**config.mk**
```make
export PLATFORM = sky130hd
export DESIGN_NAME = cp0_stat_gate
export DESIGN_NICKNAME = d
export VERILOG_FILES = /design/src/rtl/cp0_pkg.sv /design/src/rtl/cp0_status_reg.sv /design/src/rtl/cp0_irq_gate.sv /design/src/rtl/cp0_priv_check.sv /design/src/rtl/cp0_stat_gate.sv
export SDC_FILE = /design/constraint.sdc
export NUM_CORES = 1
export LEC_CHECK = 0
export ABC_AREA = 1
export ABC_CLOCK_PERIOD_IN_PS = 1200
export BUFFER_PORTS_ARGS = -buffer_cell sky130_fd_sc_hd__buf_4
export CAP_MARGIN = 20
export CORE_ASPECT_RATIO = 1.4
export CORE_UTILIZATION = 41
export DETAILED_ROUTE_END_ITERATION = 7
export PLACE_DENSITY_LB_ADDON = 0.25
export SLEW_MARGIN = 20
export SYNTH_ARGS = -nofsm -noshare
export SYNTH_HDL_FRONTEND = slang
export SYNTH_HIERARCHICAL = 1
export SYNTH_SLANG_ARGS = --single-unit
```
**constraint.sdc**
```tcl
create_clock -name clk -period 1.2 [get_ports clk]
set_clock_uncertainty 0.2 [all_clocks]
set_input_delay 0.12 -clock clk [delete_from_list [all_inputs] [get_ports clk]]
set_output_delay 0.12 -clock clk [all_outputs]
set_load 0.005 [all_outputs]
```
**src/rtl/cp0_pkg.sv**
```systemverilog
package cp0_pkg;
  localparam int XLEN     = 32;
  localparam int NIP      = 8;
  localparam int B_IE     = 0;
  localparam int B_EXL    = 1;
  localparam int B_ERL    = 2;
  localparam int B_UM     = 4;
  localparam int B_IM_LO  = 8;
  localparam int B_BEV    = 22;
  localparam int B_CU0    = 28;
  localparam logic [XLEN-1:0] ST_WMASK = 32'hF878_FF17;
  localparam logic [XLEN-1:0] ST_RESET = (32'd1 << B_BEV) | (32'd1 << B_ERL);
  localparam int CE_W     = 2;
endpackage

```
**src/rtl/cp0_status_reg.sv**
```systemverilog
module cp0_status_reg
  import cp0_pkg::*;
#(
  parameter int W = XLEN,
  parameter logic [W-1:0] WMASK = ST_WMASK,
  parameter logic [W-1:0] RSTV  = ST_RESET
) (
  input  logic         clk,
  input  logic         rst_n,
  input  logic         wr_en,
  input  logic [W-1:0] wr_data,
  output logic [W-1:0] st_q
);
  always_ff @(posedge clk) begin
    if (!rst_n)     st_q <= RSTV;
    else if (wr_en) st_q <= wr_data & WMASK;
  end

  assert_keep_R3: assert property (@(posedge clk) disable iff (!rst_n)
    !wr_en |=> $stable(st_q));
endmodule

```
**src/rtl/cp0_irq_gate.sv**
```systemverilog
module cp0_irq_gate #(
  parameter int N = 8
) (
  input  logic         clk,
  input  logic         rst_n,
  input  logic [N-1:0] im,
  input  logic [N-1:0] ip,
  input  logic         ie,
  input  logic         exl,
  input  logic         erl,
  input  logic         dbg,
  output logic         irq_q
);
  logic [N-1:0] pend;
  logic         gate_ok;

  for (genvar i = 0; i < N; i++) begin : g_line
    assign pend[i] = im[i] & ip[i];
  end

  assign gate_ok = ie & ~exl & ~erl & ~dbg;

  always_ff @(posedge clk) begin
    if (!rst_n) irq_q <= 1'b0;
    else        irq_q <= gate_ok & (|pend);
  end

  assert_irq_cause_R1: assert property (@(posedge clk) disable iff (!rst_n)
    $rose(irq_q) |-> $past(|(im & ip)) && $past(ie));

  assert_irq_drop_R2: assert property (@(posedge clk) disable iff (!rst_n)
    (exl || erl || dbg || !ie) |=> !irq_q);
endmodule

```
**src/rtl/cp0_priv_check.sv**
```systemverilog
module cp0_priv_check
  import cp0_pkg::*;
(
  input  logic            clk,
  input  logic            rst_n,
  input  logic            um,
  input  logic            exl,
  input  logic            erl,
  input  logic            cu0,
  input  logic            dbg,
  input  logic            dec,
  output logic            user_mode,
  output logic            exc_q,
  output logic [CE_W-1:0] exc_ce
);
  assign user_mode = um & ~exl & ~erl & ~dbg;

  always_ff @(posedge clk) begin
    if (!rst_n) exc_q <= 1'b0;
    else        exc_q <= dec & user_mode & ~cu0;
  end

  assign exc_ce = '0;

  assert_user_R4: assert property (@(posedge clk) disable iff (!rst_n)
    user_mode |-> (!dbg && um));

  assert_exc_src_R5: assert property (@(posedge clk) disable iff (!rst_n)
    exc_q |-> $past(dec) && !$past(cu0) && $past(user_mode));

  assert_exc_pulse_R5: assert property (@(posedge clk) disable iff (!rst_n)
    !dec |=> !exc_q);
endmodule

```
**src/rtl/cp0_stat_gate.sv**
```systemverilog
module cp0_stat_gate
  import cp0_pkg::*;
(
  input  logic            clk,
  input  logic            rst_n,
  input  logic            st_wr_en,
  input  logic [31:0]     st_wr_data,
  output logic [31:0]     st_rd_data,
  input  logic [7:0]      cause_ip,
  input  logic            dbg_mode,
  input  logic            cop0_dec,
  output logic            irq_req,
  output logic            user_mode,
  output logic            cpu_exc,
  output logic [1:0]      cpu_exc_ce
);
  logic [XLEN-1:0] st_q;

  cp0_status_reg #(.W(XLEN)) u_st (
    .clk(clk), .rst_n(rst_n), .wr_en(st_wr_en), .wr_data(st_wr_data), .st_q(st_q)
  );

  cp0_irq_gate #(.N(NIP)) u_irq (
    .clk(clk), .rst_n(rst_n),
    .im(st_q[B_IM_LO +: NIP]), .ip(cause_ip),
    .ie(st_q[B_IE]), .exl(st_q[B_EXL]), .erl(st_q[B_ERL]),
    .dbg(dbg_mode), .irq_q(irq_req)
  );

  cp0_priv_check u_priv (
    .clk(clk), .rst_n(rst_n),
    .um(st_q[B_UM]), .exl(st_q[B_EXL]), .erl(st_q[B_ERL]), .cu0(st_q[B_CU0]),
    .dbg(dbg_mode), .dec(cop0_dec),
    .user_mode(user_mode), .exc_q(cpu_exc), .exc_ce(cpu_exc_ce)
  );

  assign st_rd_data = st_q;

  assert_rd_R3: assert property (@(posedge clk) disable iff (!rst_n)
    st_wr_en |=> (st_rd_data & ~ST_WMASK) == '0);
endmodule

```
==> summary.txt <==
Placed design
  – HPWL Detailed: 1610 um
  – GP Congestion: 0.687
  – Placed cell count: 259
  – Place WS: 0.161 ns
  – Cell Area, Placed: 1520 um^2
  – Port bufs: 57

Setup path
  – CP Data Arrival Time: 0.96 ns
  – Critical path endpoint category: primary output
  – Worst-path fanout max: 2
  – Crit Path Category: flop to primary output
  – Crit path largest cell delay: 0.34 ns
  – Slowest cell on crit path: dfxtp_2
  – Buf/Inv on CP: 3
  – CP startpoint kind: flop
  – CP Data Required Time: 0.88 ns
  – CP top delay family: flip-flops
  – Critical path, cell by cell: inv_1 -> nor2_2 -> nand2_2 -> inv_2 -> buf_4

Synth
  – Synthesized flop and latch total: 23
  – Register area share after synthesis: 0.389
  – Synth Area per Inst: 6.80 um^2
  – Cell variety after synth: 15
  – Synth Cell Area: 1180 um^2
  – Yosys warnings: 6
  – Mapped Cells: 174

Final layout
  – Layout cells sized above 1: 0.335
  – Fill cells: 238
  – Area delta synth->final: 55.1%
  – Fin nets: 300
  – Final Cell Area: 1840 um^2
  – Post-route insts no fill: 290
  – Final Util: 0.687
  – Antenna fix cells: 0

Clock network
  – Root buf cell: clkbuf_4
  – Number of buffers created by CTS: 3
  – Cts hold-fix bufs: 23
  – CTS H-tree lvls: 1
  – Clk sinks: 23
  – Clock slew at reported path FFs: 0.12 ns
  – TritonCTS clock tree: done
  – Clock Latency Late Sink: 0.29 ns
  – Clk buf depth: 2

Detailed routing
  – DRC viols: 0
  – Via count: 1142
  – Drt total wl: 2520 um
  – Post-DRT Antenna Nets: 0
  – Wire per inst: 8.68 um
  – DR iter-0 viols: 12
  – Avg Vias per Cell: 3.94
  – TritonRoute pass-1 iters: 4

Power and ir drop
  – Switching power: 404 uW
  – Clk network pwr share: 0.212
  – Logic gate share of total power: 0.256
  – Total Power: 1.59 mW
  – VDD IR-drop max: 629 uV
  – Pint: 1.19 mW
  – Sequential power share: 0.532
  – Sw frac: 0.254
  – Static Leak: 1.02 nW
  – P per Cell Area: 868 nW/um^2

Global routing
  – Largest net degree at the start of global routing: 42
  – Total grt overflow: 0
  – Vias in the first global route: 1019
  – First-pass GRT wire length: 4050 um
  – All-Layer GR Usage: 0.175
  – Initial antenna violation count: 0

Status
  – Status: finished, violations left
  – Failing checks: hold timing, setup timing

Timing
  – Fin crit share: 1.07
  – Setup TNS: -0.0785 ns
  – Achievable frequency: 0.782 GHz
  – Final worst slack: -0.0785 ns
  – RSZ-0062 raised after global routing: yes
  – Fin. Hold Viols: 2
  – Hold Worst Slack: -0.0927 ns
  – Final Slew Violations: 0
  – Fin crit period: 1.28 ns
  – Final setup viols: 1

Die
  – Top-level I/O count: 82
  – Die Y: 65.6 um
  – Chip Width: 47.4 um
  – Die Area: 3110 um^2
  – Initial Utilization: 0.443
  – Core Rows: 22
  – Core area: 2670 um^2

Run
  – Max-cap violations: 0

Min path
  – Hold Path Class: primary input to flop
==> what timing repair did <==
item	4_1_cts	5_1_grt
resized for setup	10	2
endpoints found under the hold margin	23	2
setup endpoints to repair	1	8
buffers inserted	4	0
pin swaps	0	0
==> cells by family (layout without fill, tap and decap cells) <==
group / after synthesis / count (layout) / share of synthesized area
AO/OA/AOI/OAI: 1 / 1 / 0.00422
other: 2 / 13 / 0.00634
buffers and inverters: 44 / 113 / 0.235
flip-flops: 23 / 23 / 0.389
AND/OR/NAND/NOR: 104 / 104 / 0.366
==> routing by layer <==
metal / vias up / global-route usage / wire (um)
met5: - / 0 / 0
met4: 0 / 0.0536 / 14
met3: 2 / 0.0275 / 123
met2: 37 / 0.330 / 1300
met1: 472 / 0.183 / 1070
li1: 631 / - / -
==> power groups by stage <==
stage                     Combinational [mW]  Clock (mW)  Sequential (mW)
after floorplan                        0.201           0            0.865
after global placement                 0.322           0            0.864
after detailed placement               0.325           0            0.865
after CTS                              0.408       0.360            0.848
after global routing                   0.461       0.406            0.855
final                                  0.409       0.338            0.847
==> cell usage in the layout, fill, tap and decap left out <==
cell type,n
a21oi_1,1
buf_4,56
buf_6,6
clkbuf_1,1
clkbuf_4,3
conb_1,13
dfxtp_1,20
dfxtp_2,3
dlygate4sd3_1,23
inv_1,22
inv_2,2
nand2_1,48
nand2_2,8
nand3_1,3
nor2_1,38
nor2_2,6
nor3b_2,1
==> synth_stat cells <==
cell / instances / area [um^2]
inv_1: 23 / 86.3
buf_4: 13 / 97.6
nand2_2: 7 / 43.8
a21oi_1: 1 / 5.00
dfxtp_1: 23 / 460
nor2_2: 5 / 31.3
nor3b_2: 1 / 12.5
nor2_1: 39 / 146
conb_1: 2 / 7.51
inv_2: 1 / 3.75
buf_6: 5 / 56.3
clkbuf_8: 1 / 13.8
nand3_1: 3 / 15.0
buf_12: 1 / 20.0
nand2_1: 49 / 184
==> tightest hold or removal path, cell delays in order <==
cell and delay (ns):
buf_4 0.09, nor3b_2 0.04, nand2_1 0.07, a21oi_1 0.04
==> state kept, by name (all words and copies together), names as in the netlist <==
| register | count |
|---|---|
| u_st/st_q | 21 |
| u_irq/irq_q | 1 |
| u_priv/exc_q | 1 |
==> worst paths after layout <==
kind,slack [ns],depth (start not counted),to,startpoint
max,-0.08,5,user_mode,u_st/st_q[4]
min,-0.09,4,u_irq/irq_q,dbg_mode
max reg2reg,0.14,4,u_irq/irq_q,u_st/st_q[2]
min reg2reg,0.28,2,u_st/st_q[21],u_st/st_q[21]
==> cell type report <==
cell class | count | area, um^2 | share of cell area
flip-flops and latches | 23 | 464 | 0.253
clock buffers | 4 | 26.3 | 0.0143
multi-input cells | 118 | 492 | 0.268
inverters | 24 | 90.1 | 0.0491
repair buffers | 85 | 718 | 0.391
well taps | 36 | 45.0 | 0.0245
No activity file was read; power rests on OpenSTA's default activity.
